File: src/rtl/tcg_pkg.sv
package tcg_pkg;

    typedef enum logic [2:0] {
        SH_IDLE,
        SH_WAIT,
        SH_ASSERT,
        SH_DROP,
        SH_HOLD
    } shaper_state_t;

    typedef enum logic [1:0] {
        CT_IDLE,
        CT_COUNT,
        CT_DELAY,
        CT_PULSE
    } counter_state_t;

    function automatic int ns_to_cycles(input int clk_mhz, input int ns);
        int c;
        c = (clk_mhz * ns) / 1000;
        return (c < 1) ? 1 : c;
    endfunction

    function automatic int max_of(input int a, input int b);
        return (a > b) ? a : b;
    endfunction

endpackage

File: src/rtl/tcg_req_shaper.sv
module tcg_req_shaper
    import tcg_pkg::*;
#(
    parameter int REQ_DLY  = 250,
    parameter int DROP_DLY = 50
) (
    input  logic clk,
    input  logic rst_n,
    input  logic dreq,
    input  logic dack,
    output logic drq
);

    localparam int TW = $clog2(max_of(REQ_DLY, DROP_DLY) + 1);
    localparam logic [TW-1:0] REQ_LAST  = TW'(REQ_DLY - 1);
    localparam logic [TW-1:0] DROP_LAST = TW'(DROP_DLY - 1);

    shaper_state_t st_q, st_nx;
    logic [TW-1:0] tmr_q;

    // next-state selection
    always_comb begin
        st_nx = st_q;
        unique case (st_q)
            SH_IDLE:   if (dreq) st_nx = SH_WAIT;
            SH_WAIT: begin
                if (!dreq)                  st_nx = SH_IDLE;
                else if (tmr_q == REQ_LAST) st_nx = SH_ASSERT;
            end
            SH_ASSERT: if (dack) st_nx = SH_DROP;
            SH_DROP:   if (tmr_q == DROP_LAST) st_nx = SH_HOLD;
            SH_HOLD:   if (!dack) st_nx = SH_IDLE;
            default:   st_nx = SH_IDLE;
        endcase
    end

    // state register
    always_ff @(posedge clk) begin
        if (!rst_n) st_q <= SH_IDLE;
        else        st_q <= st_nx;
    end

    // delay timer, restarted on every state change
    always_ff @(posedge clk) begin
        if (!rst_n)              tmr_q <= '0;
        else if (st_nx != st_q)  tmr_q <= '0;
        else if (st_q == SH_WAIT || st_q == SH_DROP) tmr_q <= tmr_q + TW'(1);
    end

    // outputs
    always_comb begin
        drq = (st_q == SH_ASSERT) || (st_q == SH_DROP);
    end


    drq_rise_needs_req_chk: assert property (@(posedge clk) disable iff (!rst_n)
        $rose(drq) |-> $past(dreq));


    no_req_no_drq_chk: assert property (@(posedge clk) disable iff (!rst_n)
        (!dreq && !drq) |=> !drq);


    hold_keeps_low_chk: assert property (@(posedge clk) disable iff (!rst_n)
        (st_q == SH_HOLD && dack) |=> !drq);

endmodule

File: src/rtl/tcg_ack_counter.sv
module tcg_ack_counter
    import tcg_pkg::*;
#(
    parameter int CNT_W    = 16,
    parameter int TC_DLY   = 4500,
    parameter int TC_PULSE = 8
) (
    input  logic             clk,
    input  logic             rst_n,
    input  logic             max_wr,
    input  logic [CNT_W-1:0] max_wdata,
    input  logic             dack,
    output logic             tc_raw
);

    localparam int TW = $clog2(max_of(TC_DLY, TC_PULSE) + 1);
    localparam logic [TW-1:0] DLY_LAST = TW'(TC_DLY - 1);
    localparam logic [TW-1:0] PLS_LAST = TW'(TC_PULSE - 1);

    counter_state_t st_q, st_nx;
    logic [CNT_W-1:0] max_q, cnt_q;
    logic [TW-1:0]    tmr_q;
    logic             dack_q;
    logic             dack_rise;
    logic             hit;

    always_comb begin
        dack_rise = dack && !dack_q;
        hit       = dack_rise && ((cnt_q + CNT_W'(1)) == max_q);
    end

    // next-state selection
    always_comb begin
        st_nx = st_q;
        if (max_wr) begin
            st_nx = (max_wdata != '0) ? CT_COUNT : CT_IDLE;
        end else begin
            unique case (st_q)
                CT_IDLE:  st_nx = CT_IDLE;
                CT_COUNT: if (hit) st_nx = CT_DELAY;
                CT_DELAY: if (tmr_q == DLY_LAST) st_nx = CT_PULSE;
                CT_PULSE: if (tmr_q == PLS_LAST) st_nx = CT_IDLE;
                default:  st_nx = CT_IDLE;
            endcase
        end
    end

    // state register
    always_ff @(posedge clk) begin
        if (!rst_n) st_q <= CT_IDLE;
        else        st_q <= st_nx;
    end

    // datapath: edge detector, count, maximum, timer
    always_ff @(posedge clk) begin
        if (!rst_n) begin
            dack_q <= 1'b0;
            max_q  <= '0;
            cnt_q  <= '0;
            tmr_q  <= '0;
        end else begin
            dack_q <= dack;
            if (max_wr) begin
                max_q <= max_wdata;
                cnt_q <= '0;
                tmr_q <= '0;
            end else begin
                unique case (st_q)
                    CT_IDLE: begin
                        cnt_q <= '0;
                        tmr_q <= '0;
                    end
                    CT_COUNT: begin
                        if (dack_rise) cnt_q <= cnt_q + CNT_W'(1);
                        tmr_q <= '0;
                    end
                    CT_DELAY: begin
                        tmr_q <= (tmr_q == DLY_LAST) ? '0 : tmr_q + TW'(1);
                    end
                    CT_PULSE: begin
                        if (tmr_q == PLS_LAST) begin
                            tmr_q <= '0;
                            cnt_q <= '0;
                        end else begin
                            tmr_q <= tmr_q + TW'(1);
                        end
                    end
                    default: tmr_q <= '0;
                endcase
            end
        end
    end

    // outputs
    always_comb begin
        tc_raw = (st_q == CT_PULSE);
    end


    count_stable_chk: assert property (@(posedge clk) disable iff (!rst_n)
        (st_q == CT_COUNT && !dack_rise && !max_wr) |=> $stable(cnt_q));


    count_bounded_chk: assert property (@(posedge clk) disable iff (!rst_n)
        (st_q != CT_IDLE) |-> (cnt_q <= max_q));


    disarmed_stays_chk: assert property (@(posedge clk) disable iff (!rst_n)
        (st_q == CT_IDLE && !max_wr) |=> (st_q == CT_IDLE && cnt_q == '0));


    pulse_after_delay_chk: assert property (@(posedge clk) disable iff (!rst_n)
        $rose(tc_raw) |-> ($past(st_q) == CT_DELAY && cnt_q == max_q));

endmodule

File: src/rtl/ack_tc_gen.sv
module ack_tc_gen
    import tcg_pkg::*;
#(
    parameter int CLK_MHZ       = 250,
    parameter int CNT_W         = 16,
    parameter int REQ_NS        = 1000,
    parameter int DROP_NS       = 200,
    parameter int TC_NS         = 18000,
    parameter int TC_PULSE_CLKS = 8
) (
    input  logic             clk,
    input  logic             rst_n,
    input  logic             max_wr,
    input  logic [CNT_W-1:0] max_wdata,
    input  logic             en_wr,
    input  logic             en_wdata,
    input  logic             ctl_dreq,
    output logic             eng_drq,
    input  logic             eng_dack,
    output logic             ctl_tc
);

    localparam int REQ_DLY  = ns_to_cycles(CLK_MHZ, REQ_NS);
    localparam int DROP_DLY = ns_to_cycles(CLK_MHZ, DROP_NS);
    localparam int TC_DLY   = ns_to_cycles(CLK_MHZ, TC_NS);
    localparam int TC_PULSE = (TC_PULSE_CLKS < 1) ? 1 : TC_PULSE_CLKS;

    logic en_q;
    logic tc_raw;

    tcg_req_shaper #(
        .REQ_DLY (REQ_DLY),
        .DROP_DLY(DROP_DLY)
    ) u_shaper (
        .clk  (clk),
        .rst_n(rst_n),
        .dreq (ctl_dreq),
        .dack (eng_dack),
        .drq  (eng_drq)
    );

    tcg_ack_counter #(
        .CNT_W   (CNT_W),
        .TC_DLY  (TC_DLY),
        .TC_PULSE(TC_PULSE)
    ) u_counter (
        .clk      (clk),
        .rst_n    (rst_n),
        .max_wr   (max_wr),
        .max_wdata(max_wdata),
        .dack     (eng_dack),
        .tc_raw   (tc_raw)
    );

    always_ff @(posedge clk) begin
        if (!rst_n)     en_q <= 1'b0;
        else if (en_wr) en_q <= en_wdata;
    end

    always_comb begin
        ctl_tc = tc_raw && en_q;
    end


    tc_gated_chk: assert property (@(posedge clk) disable iff (!rst_n)
        !en_q |-> !ctl_tc);


    reset_quiet_chk: assert property (@(posedge clk)
        $past(!rst_n) |-> (!eng_drq && !ctl_tc));

endmodule

File: config.mk
export PLATFORM = sky130hd
export DESIGN_NAME = ack_tc_gen
export DESIGN_NICKNAME = d
export VERILOG_FILES = /design/src/rtl/tcg_pkg.sv /design/src/rtl/tcg_req_shaper.sv /design/src/rtl/tcg_ack_counter.sv /design/src/rtl/ack_tc_gen.sv
export SDC_FILE = /design/constraint.sdc
export NUM_CORES = 1
export LEC_CHECK = 0
export BUFFER_PORTS_ARGS = -buffer_cell sky130_fd_sc_hd__buf_2
export CAP_MARGIN = 25
export CORE_ASPECT_RATIO = 2
export CORE_MARGIN = 2
export CORE_UTILIZATION = 59
export CTS_BUF_LIST = sky130_fd_sc_hd__clkbuf_16
export DETAILED_ROUTE_END_ITERATION = 10
export GPL_ROUTABILITY_DRIVEN = 0
export HOLD_SLACK_MARGIN = 0.08
export PLACE_DENSITY = 0.75
export SLEW_MARGIN = 40
export SYNTH_ARGS = -nofsm -noshare
export SYNTH_HDL_FRONTEND = slang
export SYNTH_SLANG_ARGS = --single-unit
File: constraint.sdc
create_clock -name clk -period 6.16 [get_ports clk]
set_input_delay 0.616 -clock clk [delete_from_list [all_inputs] [get_ports clk]]
set_output_delay 0.616 -clock clk [all_outputs]
set_load 0.02 [all_outputs]
==> results of run 1 <==
## power by group through the flow
stage	Sequential, W	Combinational [W]	Clock (W)
2_1_floorplan	0.000412	0.0000639	0
3_3_place_gp	0.000414	0.0000805	0
3_5_place_dp	0.000414	0.0000829	0
4_1_cts	0.000406	0.0000839	0.000526
5_1_grt	0.000407	0.0000941	0.000545
6_report	0.000407	0.0000836	0.000515
## per-stage QoR
step,area (um^2),std cells
floorplan,3380,402
global placement,3460,469
detailed placement,3460,469
CTS,3770,485
global route,3770,485
finish,3770,485
## layout make-up
cell class,instances,area (um^2)
tap,61,76.3
clock inverter,7,81.3
sequential,60,1200
multi-input combinational,316,2030
clock buffer,9,225
inverter,8,30.0
fill,459,1840
timing repair buffer,24,120
## layer usage
metal  part of all wire, %  GRT usage (%)
met5                     0              0
met4                   1.8           12.7
met3                   3.8           4.55
met2                    51           39.3
met1                    43           30.6
## synthesized netlist by cell type, drive strengths merged, types with 2 or more instances
cell type   n  area share, %
dfxtp      60             36
nor2       51            5.7
nand2      46            5.2
xnor2      24            6.2
a21oi      21            3.1
nor2b      21            3.9
mux2i      19            5.6
nor3       19            3.0
xor2       16            4.2
nand4      14            3.5
nand3      12            2.1
buf        11            2.5
o21ai       9            1.3
inv         8           0.89
and3        7            1.3
clkbuf      7           0.78
ha          7            2.6
nor4        7            1.3
nand2b      6            1.1
nor3b       4           0.89
a211oi      3            1.0
and2        3           0.63
and4        3           0.96
a311o       2           0.59
a31oi       2           0.56
nand4b      2           0.52
nor4b       2           0.70
o211ai      2           0.44
## cells by family after synthesis
| logic type | count (synthesis) | share of synthesized area [%] |
|---|---|---|
| compound gates | 47 | 9.19 |
| xor+xnor | 40 | 10.4 |
| fa+ha+maj | 7 | 2.59 |
| buf+inv | 26 | 4.15 |
| flops | 60 | 35.6 |
| mux | 20 | 5.97 |
| simple gates | 202 | 32.1 |
## final timing paths
kind	slack, ps	to
setup reg to reg	3490	u_counter.cnt_q[10]
hold reg to reg	470	u_counter.tmr_q[0]
setup / recovery	3490	u_counter.cnt_q[10]
hold / removal	470	u_counter.tmr_q[0]
## worst max-delay path, cell delays in order, from the launching register on
cell      delay, ps
dfxtp_1         370
ha_1            240
nor4b_2         260
a41oi_1         240
a211oi_4        670
nand2_2         330
nor4_1          340
a21oi_1          70
nor2_1           90
## registers in the layout, summed over array words and instances, names as in the netlist
| name | count |
|---|---|
| u_counter.cnt_q | 16 |
| u_counter.max_q | 16 |
| u_counter.tmr_q | 13 |
| u_shaper.tmr_q | 8 |
| u_shaper.st_q | 3 |
| u_counter.st_q | 2 |
| en_q | 1 |
| u_counter.dack_q | 1 |
## cells in the final DEF (no fill, tap or decap), drive strengths merged, types with 2 or more instances in the layout
cell	n
nor3	19
nor4b	2
buf	24
nor3b	4
mux2i	19
o21ai	9
and2	3
and3	7
clkinv	5
nor2	51
a21oi	21
clkbuf	9
nand4b	2
xnor2	24
nor4	7
inv	8
bufinv	2
dfxtp	60
o211ai	2
nor2b	21
nand2b	6
a211oi	3
nand4	14
a311o	2
xor2	16
and4	3
ha	7
nand2	46
a31oi	2
nand3	12
==> results.txt, run 1 <==
final setup TNS = 0 ps
VDD IR-drop max = 0.000456 V
Yosys reg bits = 60
Leak = 1.43 nW
CORE AREA = 5610 um^2
clock sinks = 60
# diodes = 0
Clock power frac = 51.2%
R2R depth = 8
# IOs = 25
PwrDens = 267 nW/um^2
Final WS setup = 3490 ps
crit path from = u_counter.tmr_q[0]
Mean Syn Cell Area = 8.40 um^2
Fin. Hold Viols = 0
final slew viol count = 0
WHS Path Cells = 1
drt pass-1 iters = 4
DP Worst Slack = 3490 ps
initial core utilization = 60.2%
pin count of the biggest net entering global routing = 26
critical-path maximum fanout = 18
outcome = completed
H-tree levels = 3
Final setup viols = 0
Setup Skew = 3.32 ps
Pint = 0.000781 W
GRT Util Overall = 24.6%
P&R area growth vs syn = 11.6%
first-pass GRT wire length = 12.3 mm
final antenna-violating net count = 0
PnR Total Power = 0.00100 W
Post-Syn Nets = 432
Final Core Density = 67.2%
Post-CTS Resized = 0
reg2reg start = u_counter.tmr_q[0]
CTS tree = built
Syn Inst Count = 402
DIE HEIGHT = 111 um
vias in the first global route = 2705
total gr overflow = 0
Comb power frac = 8.3%
Seq/Total Area, Yosys = 35.6%
Hold Crit Start = u_counter.tmr_q[0]
Hold Path Class = flop to flop
Longest Clk Path Bufs = 2
Root Buffer = clkbuf_16
layout cells sized above 1 = 12.7%
Cell Area, Synth = 3380 um^2
dpl hpwl = 5.05 mm
initial DRC count = 171
share of total power in sequential cells = 40.5%
crit path kind = flop to flop
antenna violations before repair = 0
FMAX = 374 MHz
hold_buf cts = 0
NetSw = 0.000224 W
Max-Cap Viols = 0
EDFF count, synth = 0
Setup crit start kind = flop
drt total wl = 7.16 mm
Synth Flop Type = dfxtp_1
WHS = 470 ps
row count = 39
Synth Warn # = 0
IO Port Bufs = 24
Inserted Clock Buffers = 9
RSZ-0062 raised after global routing = false
Post-CTS Setup Bufs = 0
period utilization = 43.4%
Clock Pin Slew Worst Setup and Hold Paths = 50 ps
nets = 449
CP Data Arrival Time = 2930 ps
later-pin clock latency in the skew report = 330 ps
Sw Share = 22.2%
vias per std cell = 5.79
DRC viols = 0
die area = 6380 um^2
post-layout min period = 2670 ps
post-synth cell types = 55
routed vias = 2809
Slew HR = 52.5%
Tightest Pin Transition = 710 ps
x dimension of the die = 57.5 um
WP data required = 6420 ps
Async SR Flop Fraction = 0%
Avg WL per Cell = 14.8 um
CP Capture Type = flop
(Power assumes the default switching activity.)
==> inputs of run 2 (changes only) <==
- ABC_AREA: default -> 1
- clock period: 6.16 -> 2.6 ns (I/O delays scaled with it)
==> run 2 against run 1 <==
Power is 130% higher. Die area is 2.9% lower. Via count is 13% higher. Hold slack worse by 350 ps. Clock power is 120% higher. Cell count is 18% higher. Clock-buffer cell count stayed put. Synthesized cell count is 19% higher. Design area is 1.1% lower. Area after synthesis is 3.1% lower. Fmax is 22% higher. Largest cell class unchanged.
==> results.txt, run 2 <==
Hold Path Class = input port to flop
Post-CTS Setup Bufs = 0 (unchanged)
VDD IR-drop max = 0.000692 V (+52%)
final setup TNS = 0 ps (unchanged)
final antenna-violating net count = 0 (unchanged)
RSZ-0062 raised after global routing = false
Clock power frac = 48.5% (-2.7 points)
initial core utilization = 60.9% (+0.74 points)
later-pin clock latency in the skew report = 330 ps (about the same)
initial DRC count = 169 (-1.2%)
Inserted Clock Buffers = 9 (unchanged)
Avg WL per Cell = 14.4 um (-2.1%)
WP data required = 2850 ps (-3570 ps)
Synth Warn # = 0 (unchanged)
outcome = completed
vias per std cell = 5.56 (-4.1%)
layout cells sized above 1 = 10.9% (-1.8 points)
Synth Flop Type = dfxtp_1
Tightest Pin Transition = 670 ps (-39.7 ps)
clock sinks = 60 (unchanged)
vias in the first global route = 3124 (+15%)
antenna violations before repair = 0 (unchanged)
drt pass-1 iters = 4 (unchanged)
H-tree levels = 3 (unchanged)
Synth top cells by count = nand2_1, nor2_1, dfxtp_1
Mean Syn Cell Area = 6.83 um^2 (-19%)
count leader, synth = nand2_1
Buf+Inv Stages, Crit Path = 1 (+1)
die area = 6190 um^2 (-2.9%)
ranking of synthesized cells by area = dfxtp_1, nand2_1, nor2_1
DRC viols = 0 (unchanged)
Async SR Flop Fraction = 0% (unchanged)
critical path's largest stage delay = 460 ps (-210 ps)
P&R area growth vs syn = 13.9%
Sw Share = 25.1% (+2.8 points)
most common cell after layout, fill and taps aside = nand2_1
EDFF count, synth = 0 (unchanged)
Regs by FF count = u_counter.cnt_q: 16 flops, u_counter.max_q: 16 flops, u_counter.tmr_q: 13 flops
Slew HR = 55.3% (+2.8 points)
CP Capture Type = flop
total gr overflow = 0 (unchanged)
top-area cell type share of the netlist area = 36.7% (+1.1 points)
Final Core Density = 69.4% (+2.2 points)
Yosys top cell by area = dfxtp_1
row count = 38 (-2.6%)
Setup Skew = 4.77 ps (+1.45 ps)
hold_buf cts = 0 (unchanged)
Comb power frac = 9.9% (+1.6 points)
crit path cell chain = ha_1 -> nand2_1 -> o41ai_2 -> nand3_2 -> inv_1 -> nand3_1 -> a21oi_1
Syn Inst Count = 479 (+19%)
delay-heaviest family, CP = compound AO/OA/AOI/OAI gates
GRT Util Overall = 29.5% (+4.9 points)
critical-path maximum fanout = 12 (-6)
Post-CTS Resized = 0 (unchanged)
crit path kind = flop to flop
IO Port Bufs = 24 (unchanged)
CORE AREA = 5370 um^2 (-4.3%)
Yosys reg bits = 60 (unchanged)
Pint = 0.00175 W (+120%)
Setup crit start kind = flop
Seq/Total Area, Yosys = 36.7% (+1.1 points)
pin count of the biggest net entering global routing = 24 (-7.7%)
Longest Clk Path Bufs = 2 (unchanged)
Clock Pin Slew Worst Setup and Hold Paths = 50 ps (about the same)
PwrDens = 628 nW/um^2 (+140%)
most frequent cells in the layout = nand2_1, nor2_1, dfxtp_1
share of total power in sequential cells = 41.6% (+1.1 points)
CTS tree = built
Leak = 1.51 nW (+5.1%)
Fin. Hold Viols = 0 (unchanged)
# IOs = 25 (unchanged)
post-synth cell types = 35 (-36%)
first-pass GRT wire length = 13.9 mm (+13%)
# diodes = 0 (unchanged)
FMAX = 457 MHz (+22%)
Final setup viols = 0 (unchanged)
x dimension of the die = 56.7 um (-1.4%)
Max-Cap Viols = 0 (unchanged)
NetSw = 0.000587 W (+160%)
final slew viol count = 0 (unchanged)
drt total wl = 8.28 mm (+16%)
period utilization = 84.2% (+41 points)
nets = 538 (+20%)
Cell Area, Synth = 3270 um^2 (-3.1%)
dpl hpwl = 6.39 mm (+27%)
Post-Syn Nets = 509 (+18%)
CP Data Arrival Time = 2440 ps (-490 ps)
Root Buffer = clkbuf_16
DIE HEIGHT = 109 um (-1.5%)
routed vias = 3184 (+13%)
Critical Path Slowest Stage Cell = o41ai_2
post-layout min period = 2190 ps (-484 ps)
==> run 2: cell types whose count changed in the layout (fill, tap and decap cells not counted), moves of 12 or more <==
cell     previous run  this run
mux2i_1            19         1
inv_1               8        59
nor3_1             18         6
xnor2_1            24         4
nor2_1             51        76
nor2b_1            21         0
o21ai_0             9        23
nand3_1            11        38
nand2_1            45       104
==> run 2: final timing paths <==
kind,start,to,slack [ps],depth (start not counted)
worst max-delay path,u_counter.tmr_q[0],u_counter.cnt_q[11],410,7
worst min register to register,u_counter.tmr_q[0],u_counter.tmr_q[0],450,1
worst max register to register,u_counter.tmr_q[0],u_counter.cnt_q[11],410,7
worst min-delay path,en_wr,en_q,120,2
==> run 2: layout make-up <==
type,instances,area [um^2]
clock buffers,9,225
clock inverters,7,58.8
fillers,512,1650
inverters,58,218
multi-input cells,352,1810
flip-flops and latches,60,1200
well taps,60,75.1
repair buffers,27,140
==> run 2: power groups by stage <==
| stage | clock [W] | sequential (W) | combinational (W) |
|---|---|---|---|
| 2_1_floorplan | 0 | 0.000985 | 0.000163 |
| 3_3_place_gp | 0 | 0.000990 | 0.000224 |
| 3_5_place_dp | 0 | 0.000991 | 0.000226 |
| 4_1_cts | 0.00115 | 0.000973 | 0.000229 |
| 5_1_grt | 0.00118 | 0.000977 | 0.000261 |
| 6_report | 0.00114 | 0.000973 | 0.000231 |
==> run 2: logic make-up after synthesis <==
logic type | after synthesis | share of synthesized area [%]
DFF | 60 | 36.7
and+or+nand+nor | 266 | 36.6
buffers and inverters | 67 | 7.99
muxes | 1 | 0.306
adders and majority gates | 7 | 2.68
AOI/OAI and AO/OA | 61 | 10.7
xor gates and xnor gates | 17 | 5.01
==> run 2: through the flow <==
step	instances	area [um^2]	setup slack [ps]	hold slack [ps]	total power, W
finish	573	3730	410	122	0.00234
CTS	573	3730	455	121	0.00235
detailed placement	557	3440	489	442	0.00122
floorplan	479	3270	878	353	0.00115
global placement	556	3440	557	430	0.00121
global route	573	3730	204	132	0.00242
==> run 2: metal layers <==
layer  global-route usage (%)  up-vias  wire length [um]
li1                         -     1620                 -
met1                     26.9     1468              2920
met2                     58.6       70              4680
met3                     4.12       26               259
met4                     17.9        0               425
met5                        0        -                 0
